### src/rtl/gpio_edge_port.sv
module gpio_edge_port #(
  parameter int W  = 8,
  parameter int AW = 3
) (
  input  logic          clk,
  input  logic          rst_n,
  input  logic [AW-1:0] bus_addr,
  input  logic          bus_wr,
  input  logic [W-1:0]  bus_wdata,
  output logic [W-1:0]  bus_rdata,
  input  logic [W-1:0]  pin_in,
  output logic [W-1:0]  pin_out,
  output logic [W-1:0]  pin_oe,
  output logic [W-1:0]  pull_en,
  output logic [W-1:0]  func_sel,
  output logic          irq,
  output logic          wake
);
  localparam logic [AW-1:0] A_DATA = AW'(0);
  localparam logic [AW-1:0] A_DIR  = AW'(1);
  localparam logic [AW-1:0] A_PULL = AW'(2);
  localparam logic [AW-1:0] A_FUNC = AW'(3);
  localparam logic [AW-1:0] A_POL  = AW'(4);
  localparam logic [AW-1:0] A_IEN  = AW'(5);
  localparam logic [AW-1:0] A_STAT = AW'(6);

  logic [W-1:0] out_q, dir_q, pull_q, func_q, pol_q, ien_q, stat_q;
  logic [W-1:0] sync_a, sync_b, hist_q;
  logic [2:0]   arm_q;
  logic         wake_q;

  logic [W-1:0] rise, fall, evt, clr;

  assign rise = sync_b & ~hist_q;
  assign fall = ~sync_b & hist_q;
  assign evt  = arm_q[2] ? ((rise & ~pol_q) | (fall & pol_q)) : '0;
  assign clr  = (bus_wr && bus_addr == A_STAT) ? bus_wdata : '0;

  always_ff @(posedge clk) begin
    if (!rst_n) begin
      sync_a <= '0;
      sync_b <= '0;
      hist_q <= '0;
      arm_q  <= '0;
    end else begin
      sync_a <= pin_in;
      sync_b <= sync_a;
      hist_q <= sync_b;
      arm_q  <= {arm_q[1:0], 1'b1};
    end
  end

  always_ff @(posedge clk) begin
    if (!rst_n) begin
      out_q  <= '0;
      dir_q  <= '1;
      pull_q <= '0;
      func_q <= '0;
      pol_q  <= '0;
      ien_q  <= '0;
    end else if (bus_wr) begin
      case (bus_addr)
        A_DATA:  out_q  <= bus_wdata;
        A_DIR:   dir_q  <= bus_wdata;
        A_PULL:  pull_q <= bus_wdata;
        A_FUNC:  func_q <= bus_wdata;
        A_POL:   pol_q  <= bus_wdata;
        A_IEN:   ien_q  <= bus_wdata;
        default: ;
      endcase
    end
  end

  always_ff @(posedge clk) begin
    if (!rst_n) begin
      stat_q <= '0;
      wake_q <= 1'b0;
    end else begin
      stat_q <= (stat_q & ~clr) | evt;
      wake_q <= |(evt & ien_q);
    end
  end

  always_comb begin
    case (bus_addr)
      A_DATA:  bus_rdata = sync_b;
      A_DIR:   bus_rdata = dir_q;
      A_PULL:  bus_rdata = pull_q;
      A_FUNC:  bus_rdata = func_q;
      A_POL:   bus_rdata = pol_q;
      A_IEN:   bus_rdata = ien_q;
      A_STAT:  bus_rdata = stat_q;
      default: bus_rdata = '0;
    endcase
  end

  assign pin_out  = out_q;
  assign pin_oe   = ~dir_q;
  assign pull_en  = pull_q;
  assign func_sel = func_q;
  assign irq      = |(stat_q & ien_q);
  assign wake     = wake_q;
endmodule

### config.mk
export PLATFORM = sky130hd
export DESIGN_NAME = gpio_edge_port
export DESIGN_NICKNAME = d
export VERILOG_FILES = /design/src/rtl/gpio_edge_port.sv
export SDC_FILE = /design/constraint.sdc
export NUM_CORES = 1
export LEC_CHECK = 0
export ABC_CLOCK_PERIOD_IN_PS = 1000
export CAP_MARGIN = 30
export CELL_PAD_IN_SITES_DETAIL_PLACEMENT = 0
export CELL_PAD_IN_SITES_GLOBAL_PLACEMENT = 1
export CORE_ASPECT_RATIO = 0.6
export CORE_MARGIN = 2
export CORE_UTILIZATION = 42
export CTS_CLUSTER_SIZE = 30
export DETAILED_ROUTE_END_ITERATION = 6
export DONT_BUFFER_PORTS = 1
export PLACE_DENSITY = 0.86
export SETUP_SLACK_MARGIN = 0.3
export SLEW_MARGIN = 15
export SYNTH_ARGS = -nofsm -noshare
export SYNTH_HDL_FRONTEND = slang
export SYNTH_SLANG_ARGS = --single-unit
### constraint.sdc
create_clock -name clk -period 1 [get_ports clk]
set_input_delay 0.05 -clock clk [delete_from_list [all_inputs] [get_ports clk]]
set_output_delay 0.05 -clock clk [all_outputs]
set_load 0.02 [all_outputs]
== Word-level counts from Yosys, hierarchy flattened ==
Cells that the tools add are included.

* Register bits: 84
* Word-level logic and storage cells: 47

* Equal/unequal tests: 6
* Bitwise logic cells: 14
* Muxes and demuxes: 4
* Reductions and logical operators: 10

{| class="wikitable"
|+ Operators with widths
! kind !! number
|-
| bitwise AND 8 bit || 7
|-
| case mux 8 bit (7 select lines) || 1
|-
| inverter 8 bit || 5
|-
| two-way mux 8 bit || 2
|-
| bitwise OR 8 bit || 2
|-
| OR reduction 8 bit || 2
|-
| AND reduction 2 bit || 6
|-
| equality test 3 bit (second input constant) || 3
|-
| equality test 3 x 2 -> 1 bit (second input constant) || 2
|-
| equality test 3 x 1 -> 1 bit (second input constant) || 1
|-
| logical NOT 3 bit || 1
|-
| logical AND 1 bit || 1
|-
| two-way mux 1 bit || 1
|}

== Longest topological paths before layout ==
Gate-level depths: netlist of run 1.

* Depth in word-level cells: 7
* Mapped depth: 6
* Gate-level depth less buffers: 4

== Worst setup path before layout of run 1 ==
No wires, ideal clock.

* Kind: input -> output
* Start point: in bus_addr[1]
* End point: out bus_rdata[5]
* Stages on the path: 4
* Path slack: -195 ps
* Data arrival time: 1145 ps
* Cell sequence: buf_4 nor2b_1 a221oi_1 o21ai_0

* Longest elaborated chain between the ends: 2
* Elaborated cells between the ends (all ways): 8
* Those cells by class: eq/ne (6); mux (1); reduce/logical (1)

{| class="wikitable"
|+ RTL lines
! item !! line !! RTL
|-
| start, declared || 7 || <nowiki>input logic [AW-1:0] bus_addr,</nowiki>
|-
| equality test 3 bit (tied with other cells) || 85 || <nowiki>case (bus_addr)</nowiki>
|-
| case mux 8 bit (7 select lines) * || 85 ||
|-
| end, declared || 10 || <nowiki>output logic [W-1:0] bus_rdata,</nowiki>
|}

Mark *: on every way between the ends. The rest lies on a longest branch, timed or not.

== Worst setup path after layout of run 1 ==
* Start point: reg pull_q[7], in the netlist pull_en[7]
* End point: out bus_rdata[7]

* Longest elaborated chain between the ends: 1

{| class="wikitable"
|+ RTL lines
! item !! line !! RTL
|-
| start, declared || 27 || <nowiki>logic [W-1:0] out_q, dir_q, pull_q, func_q, pol_q, ien_q, stat_q;</nowiki>
|-
| start signal, assigned || 65 || <nowiki>A_PULL: pull_q <= bus_wdata;</nowiki>
|-
| case mux 8 bit (7 select lines) || 85 ||
|}

Every way passes these cells.

==> results of run 1 <==
## power by group
group / switching, mW / total, mW / internal (mW)
combinational: 0.496 / 0.918 / 0.423
sequential: 0.0806 / 3.52 / 3.44
clock: 1.37 / 3.81 / 2.44
## stage by stage
step	cell area, sq um	util	std cells
after floorplan	3640	-	409
after global placement	4130	0.521	564
after global routing	5570	0.704	619
after detailed placement	4130	0.521	564
after CTS	5140	0.650	607
final	5570	0.704	619
## worst reg2reg max path, delay by kind of cell, from the launching register on
kind            cells  cell delay [ns]
flops               1             0.34
buf+inv             2             0.19
compound gates      3             0.59
simple gates        1             0.05
## layer usage
| layer | share of wire | global-route usage | vias up | routed length [um] |
|---|---|---|---|---|
| li1 | - | - | 1609 | - |
| met3 | 0.12 | 0.112 | 25 | 1440 |
| met1 | 0.44 | 0.378 | 1683 | 5350 |
| met4 | 0.012 | 0.0556 | 0 | 149 |
| met5 | 0 | 0 | - | 0 |
| met2 | 0.44 | 0.395 | 170 | 5350 |
## repair_timing
item,in CTS,in global routing
hold endpoints to repair,83,8
resized for setup,142,95
endpoints found under the setup margin,73,126
pin swaps,36,31
buffers inserted,9,11
## state kept, by name, indices dropped and copies added (netlist names)
name      flops
pull_en       8
func_sel      8
arm_q         3
dir_q         8
pol_q         8
stat_q        8
ien_q         8
sync_a        8
hist_q        8
sync_b        8
pin_out       8
wake          1
## final cells by class
cell class              instances  share of cell area
well taps                     108              0.0243
multi-input cells             296               0.392
flip-flops and latches         84               0.317
inverters                      10             0.00809
clock buffers                  10              0.0411
repair buffers                105               0.197
clock inverters                 6              0.0202
## kinds of logic (layout without fill, tap and decap cells)
group                  Yosys count  count (layout)  synth area share
DFF                             84              84             0.488
buffers and inverters           29             131            0.0381
and+or+nand+nor                186             186             0.249
AOI/OAI and AO/OA               99              99             0.184
muxes                           11              11            0.0407
## layout by cell type (no fill, tap or decap), types with 3 or more instances in the layout
cell / n
dlymetal6s4s_1: 9
o22ai_2: 6
a32oi_1: 5
dfxtp_1: 25
a21oi_2: 18
a22oi_2: 14
clkbuf_16: 9
nand2b_4: 7
dfxtp_2: 54
inv_4: 3
buf_6: 62
buf_4: 24
inv_2: 5
bufinv_16: 3
mux2i_1: 5
and2_1: 29
o22ai_4: 4
o211ai_1: 8
dlygate4sd3_1: 8
mux2_4: 3
a22oi_1: 7
nand2_1: 82
nand2_4: 9
a21oi_1: 24
nand2_2: 20
nor2_1: 15
dfxtp_4: 5
nand2b_1: 3
## how the worst max path moves through the flow
stage	start	to	slack, ns
2_1_floorplan	func_sel[7]	bus_rdata[7]	-0.12
3_3_place_gp	stat_q[1]	bus_rdata[1]	-0.19
3_5_place_dp	sync_b[5]	wake	-0.17
4_1_cts	func_sel[7]	bus_rdata[7]	-0.46
5_1_grt	pull_en[7]	bus_rdata[7]	-0.52
6_report	pull_en[7]	bus_rdata[7]	-0.48
==> metrics.txt, run 1 <==
Post-Syn Area=approximately 3400 sq um; Mapped Nets=431; DRC Markers=0; Critical Path Stages=4; first-pass GRT wire length=around 18000 um; post-synthesis register bit count=between 80 and 90; Final Skew=around 0.0043 ns; most frequent cells after synthesis=nand2_1 (111), dfxtp_1 (84), a21oi_1 (42); htree depth=3; largest net degree at the start of global routing=50; number of global-route vias before repair=between 3k and 4k; Area Overhead vs Synth=61.6%; Crit path required time=0.95 ns; CP Capture Type=primary output; CP max FO=2; core area=roughly 7900 sq um; Leakage=around 2.2 nW; hold path startpoint=bus_addr[2]; Fin Setup TNS=-4.38 ns; top post-synthesis cells by area=dfxtp_1 (49%), nand2_1 (12%), a21oi_1 (6.1%); Post-Route WL=roughly 12000 um; row cnt=25; Hold Path End=pin_out[6]; actual slew at the worst max-slew pin=0.522 ns; Final #Nets=around 530; via count=~3.5k; PwrDens=about 1500 nW/um^2; Setup violations, final=17; Hold-fix buffers, CTS=18; Horiz. Die Dim=121 um; Critical path buffers and inverters=0; worst relative slew slack=0.652; crit share post-route=1.48; status=complete, but fails checks; min Tclk post-route=roughly 1.5 ns; ANT cells=0; total congestion overflow=0; Routed Antenna Nets=0; final setup margin=-0.483 ns; worst vdd ir=~0.00095 V; Pre-Repair DR Iteration Count=6; Post-DP HPWL=approximately 7700 um; Max clock buf depth=2; # fillers=547; DRT iter0 DRCs=~330; Reg2Reg Launch Point=pol_q[5]; Worst-path clk slew=about 0.06 ns; GRT Util Overall=0.271; die height=74.2 um; CTS tree=built; Syn Inst Count=just over 400; routability cong.=between 0.9 and 1; DR vias/cell=about 5.6; count of final hold-check violations=8; leading area contributor after synthesis=dfxtp_1; Clock Tree Root=clkbuf_16; CTS Buf Count=9; CTS Sinks=84; Multi-input gate area=about 2200 sq um; most common cell in the netlist=nand2_1; input/output buffers=0; CP max stage delay=between 0.3 and 0.4 ns; worst slack, placed=-0.167 ns; max frequency=0.674 GHz; Fin Hold WS=-0.101 ns; ys flop type=dfxtp_1; reg2reg end=wake; failing checks=negative hold slack, negative setup slack; Post-synth ARST share=0; Initial Util=0.435; synth unique cells=32; RSZ-0062 raised after global routing=true; sequential share of the synthesized area=0.488; CP Data Arrival Time=between 1 and 1.5 ns; FF/Latch Area=roughly 1800 sq um; worst-skew pair later-pin latency=approximately 0.34 ns; worst hold stages=3; cell family with most CP delay=compound AO/OA/AOI/OAI gates; Worst Reg-to-Reg Cells=6; CP max stage cell=dfxtp_2; crit path kind=flop to primary output; worst-path cell chain=mux2_4 -> a22oi_2 -> o22ai_1 -> a31o_2; r2r setup slk=-0.26 ns; full die area=between 8000 and 9000 sq um; max-cap violations=0; synth warn=0; Pwr Total=around 8.3 mW; max-slew violations=0; average cell area after synthesis=8.42 sq um; post-synth top area share=0.488; DR WL/cell=between 15 and 20 um; Critical Path Source Type=flop; hold crit path type=input port to flop; share of layout cells above drive strength 1=0.544; IO Count=64; initial antenna violation count=0; Post-synth EDFFs=0
Note: power is estimated with default switching activity, not from simulation.
==> inputs of run 2 (changes only) <==
--- a/config.mk
+++ b/config.mk
@@ -8,3 +8,2 @@
 export ABC_CLOCK_PERIOD_IN_PS = 1000
-export CAP_MARGIN = 30
 export CELL_PAD_IN_SITES_DETAIL_PLACEMENT = 0
==> constraint.sdc (replaced) <==
create_clock -name clk -period 1 [get_ports clk]
set_input_delay 0.2 -clock clk [delete_from_list [all_inputs] [get_ports clk]]
set_output_delay 0.2 -clock clk [all_outputs]
set_load 0.02 [all_outputs]
==> run 2 against run 1 <==
  * Clock skew is 0.0015 ns higher
  * First-iteration DRC count is 13% higher
  * Maximum frequency decreased by 8.9%
  * Critical path depth is the same
  * Sequential cell count unchanged
  * Sequential power barely moved
  * Largest cell class unchanged
  * Non-clock buffer count increased by 7
  * Critical path type unchanged
  * Setup slack worse by 0.15 ns
  * Via count grew 2.7%
  * The flow still finishes with violations (negative hold slack, negative setup slack)
  * Design area up 1.1%
  * Core utilization grew 0.79 points
  * Power decreased by 7.8%
==> metrics.txt, run 2 (same netlist as run 1, synthesis figures left out) <==
crit share post-route=1.63; Hold Path End=arm_q[0]; Horiz. Die Dim=121 um; Pre-Repair DR Iteration Count=5; Critical Path Source Type=flop; most common cell after layout, fill and taps aside=nand2_1; max frequency=a little over 0.6 GHz; actual slew at the worst max-slew pin=a little under 0.6 ns; worst-path cell chain=mux2_4 -> a22oi_2 -> o22ai_1 -> a31o_2; Max clock buf depth=2; Fin Hold WS=-0.111 ns; Final Skew=0.00586 ns; CP max FO=2; crit path kind=flop to primary output; CP Capture Type=primary output; Worst-path clk slew=about 0.060 ns; Area Overhead vs Synth=63.4%; Reg2Reg Launch Point=pol_q[1]; max-slew violations=0; total congestion overflow=0; Hold-fix buffers, CTS=16; count of final hold-check violations=23; Initial Util=0.435; first-pass GRT wire length=between 15000 and 20000 um; final setup margin=-0.629 ns; worst relative slew slack=0.606; # fillers=600; reg2reg end=wake; htree depth=3; Post-Route WL=about 13000 um; Final #Nets=~540; Clock Tree Root=clkbuf_16; IO Count=between 60 and 70; most frequent cells in the layout=nand2_1 (83), buf_6 (63), dfxtp_2 (55); worst-skew pair later-pin latency=0.35 ns; DR vias/cell=around 5.7; CTS Buf Count=9; largest net degree at the start of global routing=37; share of layout cells above drive strength 1=0.561; CP max stage delay=0.32 ns; CP max stage cell=dfxtp_2; Worst Reg-to-Reg Cells=6; row cnt=25; via count=3582; min Tclk post-route=~1.6 ns; worst vdd ir=about 0.0009 V; initial antenna violation count=1; hold crit path type=input port to flop; Post-DP HPWL=between 8000 and 9000 um; post-place instance area=roughly 4300 sq um; DR WL/cell=21.4 um; CTS Sinks=84; failing checks=negative hold slack, negative setup slack; RSZ-0062 raised after global routing=true; r2r setup slk=-0.27 ns; Setup violations, final=43; Crit path required time=0.80 ns; input/output buffers=0; DRT iter0 DRCs=between 300 and 400; core area=7910 sq um; full die area=approximately 9000 sq um; number of global-route vias before repair=around 3.3k; Design Area, Final=about 5600 sq um; CP Data Arrival Time=1.43 ns; hold path startpoint=rst_n; Pwr Total=about 7.6 mW; die height=74.2 um; DRC Markers=0; Routed Antenna Nets=0; max-cap violations=0; GRT Util Overall=0.301; routability cong.=between 0.9 and 1; status=complete, but fails checks; worst slack, placed=-0.307 ns; PwrDens=around 1400 nW/um^2; Leakage=approximately 2.2 nW; worst hold stages=0; CTS tree=built
run 2: changes by cell type in the layout (fill, tap and decap cells not counted), sizes merged, moves of 2 or more:
cell and change:
diode +2, clkinvlp +5, bufinv -3, buf +9
inv -2, dlymetal6s4s -2
run 2: worst max-delay path, delay by kind of cell (launching register included):
family         cells  cell delay [ns]
multiplexers       1             0.27
AO/OA/AOI/OAI      3             0.49
flip-flops         1             0.32
run 2: what timing repair did:
item / CTS / global route
buffers inserted: 6 / 6
pin swaps: 32 / 37
resized for setup: 157 / 81
hold endpoints to repair: 72 / 25
setup endpoints to repair: 86 / 100
run 2: metal layers:
metal  part of all wire  GRT usage  wire, um  up-vias
met5                  0          0         0        -
met4              0.013     0.0749       176        0
met3               0.13      0.123      1690       20
met2               0.43      0.436      5820      191
met1               0.43      0.419      5720     1749
li1                   -          -         -     1622
run 2: worst max path at each step:
stage / start / end / slack, ns / cells past startpoint
6_report: pull_en[7] / bus_rdata[7] / -0.63 / 4
4_1_cts: stat_q[7] / bus_rdata[7] / -0.61 / 4
3_3_place_gp: bus_addr[1] / bus_rdata[5] / -0.30 / 5
5_1_grt: sync_b[0] / bus_rdata[0] / -0.66 / 4
2_1_floorplan: pull_en[7] / bus_rdata[7] / -0.28 / 4
3_5_place_dp: bus_addr[1] / bus_rdata[5] / -0.31 / 5
run 2: stage by stage:
step / cells / setup TNS [ns] / util
2_1_floorplan: 409 / -2.23 / -
3_3_place_gp: 582 / -3.43 / 0.548
3_5_place_dp: 582 / -3.97 / 0.548
4_1_cts: 619 / -6.91 / 0.669
5_1_grt: 625 / -8.70 / 0.711
6_report: 627 / -7.17 / 0.712
run 2: power by group:
| group | switching [mW] | internal [mW] | total, mW | leakage (nW) |
|---|---|---|---|---|
| sequential | 0.0847 | 3.44 | 3.52 | 0.708 |
| clock | 1.40 | 1.74 | 3.14 | 0.131 |
| combinational | 0.484 | 0.460 | 0.944 | 1.36 |
| total | 1.97 | 5.64 | 7.61 | 2.20 |
run 2: area by class of cell:
cell class / instances / area, sq um / share of cell area
Clock inverter: 5 / 37.5 / 0.00667
Tap cell: 108 / 135 / 0.0240
Inverter: 10 / 68.8 / 0.0122
Sequential cell: 84 / 1780 / 0.315
Clock buffer: 10 / 239 / 0.0424
Multi-Input combinational cell: 296 / 2170 / 0.385
Antenna cell: 2 / 5.00 / 0.000889
Timing Repair Buffer: 112 / 1200 / 0.213
==> inputs of run 3 (changes only) <==
Settings changed: CORE_MARGIN 2 to unset.
==> run 3 against run 2 <==
  * The flow still finishes with violations (negative hold slack, negative setup slack)
  * Design area rose by 1.8%
  * Setup slack got worse by 0.0023 ns
  * Largest cell class unchanged
  * Clock skew rose by 0.0016 ns
  * First-iteration DRC count rose by 11%
  * Critical path type unchanged
  * Clock power rose by 8.3%
==> metrics.txt, run 3 (same netlist as run 1, synthesis figures left out) <==
status=complete, but fails checks; failing checks=negative hold slack, negative setup slack; full die area=8580 sq um; Crit path required time=0.80 ns; CP max stage delay=0.33 ns; CP max stage cell=dfxtp_2; worst slack, placed=-0.314 ns; core area=7910 sq um; Clock Tree Root=clkbuf_16; GRT Util Overall=0.299; Setup violations, final=roughly 40; Worst-path clk slew=approximately 0.06 ns; CTS Sinks=between 80 and 90; CP Data Arrival Time=1.43 ns; routability cong.=roughly 0.95; final setup margin=-0.631 ns; Max clock buf depth=2; first-pass GRT wire length=between 15000 and 20000 um; via count=approximately 3.6k; Pwr Total=7.91 mW; total congestion overflow=0; Post-Route WL=between 10000 and 15000 um; FF/Latch Area=roughly 1800 sq um; Fin Setup TNS=-7.32 ns; Worst Reg-to-Reg Cells=6; Horiz. Die Dim=approximately 120 um; CTS tree=built; Cells after DPL=577; max frequency=~0.6 GHz; GR Util met2=0.414; max-cap violations=0; share of layout cells above drive strength 1=0.570; Cell Count, Final, Fillers Out=634; # fillers=approximately 560; DR WL/cell=between 20 and 25 um; Fin Hold WS=-0.119 ns; crit share post-route=1.63; DRT iter0 DRCs=408; htree depth=3; row cnt=25; number of global-route vias before repair=around 3.2k; Final #Nets=between 500 and 600; final core utilization=0.724; crit path kind=flop to primary output; Area Overhead vs Synth=66.3%; Design Area, Final=between 5000 and 6000 sq um; min Tclk post-route=1.63 ns; Critical Path Source Type=flop; worst hold stages=0; Initial Util=0.435; worst-path cell chain=mux2i_2 -> nor2_1 -> a311oi_2 -> o22ai_2 -> buf_6; die height=a little over 70 um; largest net degree at the start of global routing=50; worst-skew pair later-pin latency=approximately 0.35 ns; ANT cells=0; Pre-Repair DR Iteration Count=5; Final Skew=approximately 0.0075 ns; hold crit path type=input port to flop; actual slew at the worst max-slew pin=~0.54 ns; DR vias/cell=roughly 5.7; GR Layer Usage met1=0.426; worst relative slew slack=0.643; DRC Markers=0; post-place instance area=between 4000 and 5000 sq um; input/output buffers=0; most common cell after layout, fill and taps aside=nand2_1; max-slew violations=0; Post-DP HPWL=between 7000 and 8000 um; gr busiest metal=met1; Leakage=roughly 2.2 nW; Routed Antenna Nets=0; CTS Buf Count=9; CP Capture Type=primary output; CP max FO=2; IO Count=64; PwrDens=approximately 1400 nW/um^2; grt met3 use=0.115; Multi-input gate area=2180 sq um; worst vdd ir=0.00120 V; most frequent cells in the layout=nand2_1 (78), buf_6 (65), dfxtp_2 (54); RSZ-0062 raised after global routing=true; initial antenna violation count=0; count of final hold-check violations=24
run 3: critical path: cells and delay by family, from the launching register on:
kind | cells | cell delay (ns)
buffers and inverters | 1 | 0.15
muxes | 1 | 0.17
AOI/OAI and AO/OA | 2 | 0.34
and+or+nand+nor | 1 | 0.08
DFF | 1 | 0.33
run 3: repair_timing:
item / CTS / global route
resized for setup: 149 / 98
hold buffers: 17 / 1
setup endpoints to repair: 85 / 100
hold endpoints to repair: 72 / 27
pin swaps: 31 / 46
gates cloned: 0 / 0
setup buffers: 7 / 16
run 3: cell type report:
| cell class | instances | area share |
|---|---|---|
| multi-input cells | 296 | 0.380 |
| repair buffers | 120 | 0.222 |
| clock buffers | 11 | 0.0423 |
| well taps | 108 | 0.0236 |
| inverters | 10 | 0.0124 |
| flip-flops and latches | 84 | 0.309 |
| clock inverters | 5 | 0.0107 |
run 3: worst paths after layout:
check        startpoint           end  slack (ns)
min reg2reg   sync_a[4]     sync_b[4]        0.43
max            dir_q[1]  bus_rdata[1]       -0.63
max reg2reg    pol_q[6]          wake       -0.25
min               rst_n      arm_q[0]       -0.12
run 3: metal layers:
| layer | vias to the layer above | share of wire |
|---|---|---|
| met1 | 1744 | 0.43 |
| met5 | - | 0 |
| met2 | 207 | 0.42 |
| met3 | 31 | 0.13 |
| li1 | 1632 | - |
| met4 | 0 | 0.019 |
run 3: where the power goes:
part           switching [mW]  internal, mW  leakage (nW)
clock network            1.39          2.01         0.138
registers              0.0845          3.44         0.707
logic                   0.506         0.481          1.38
total                    1.98          5.93          2.23
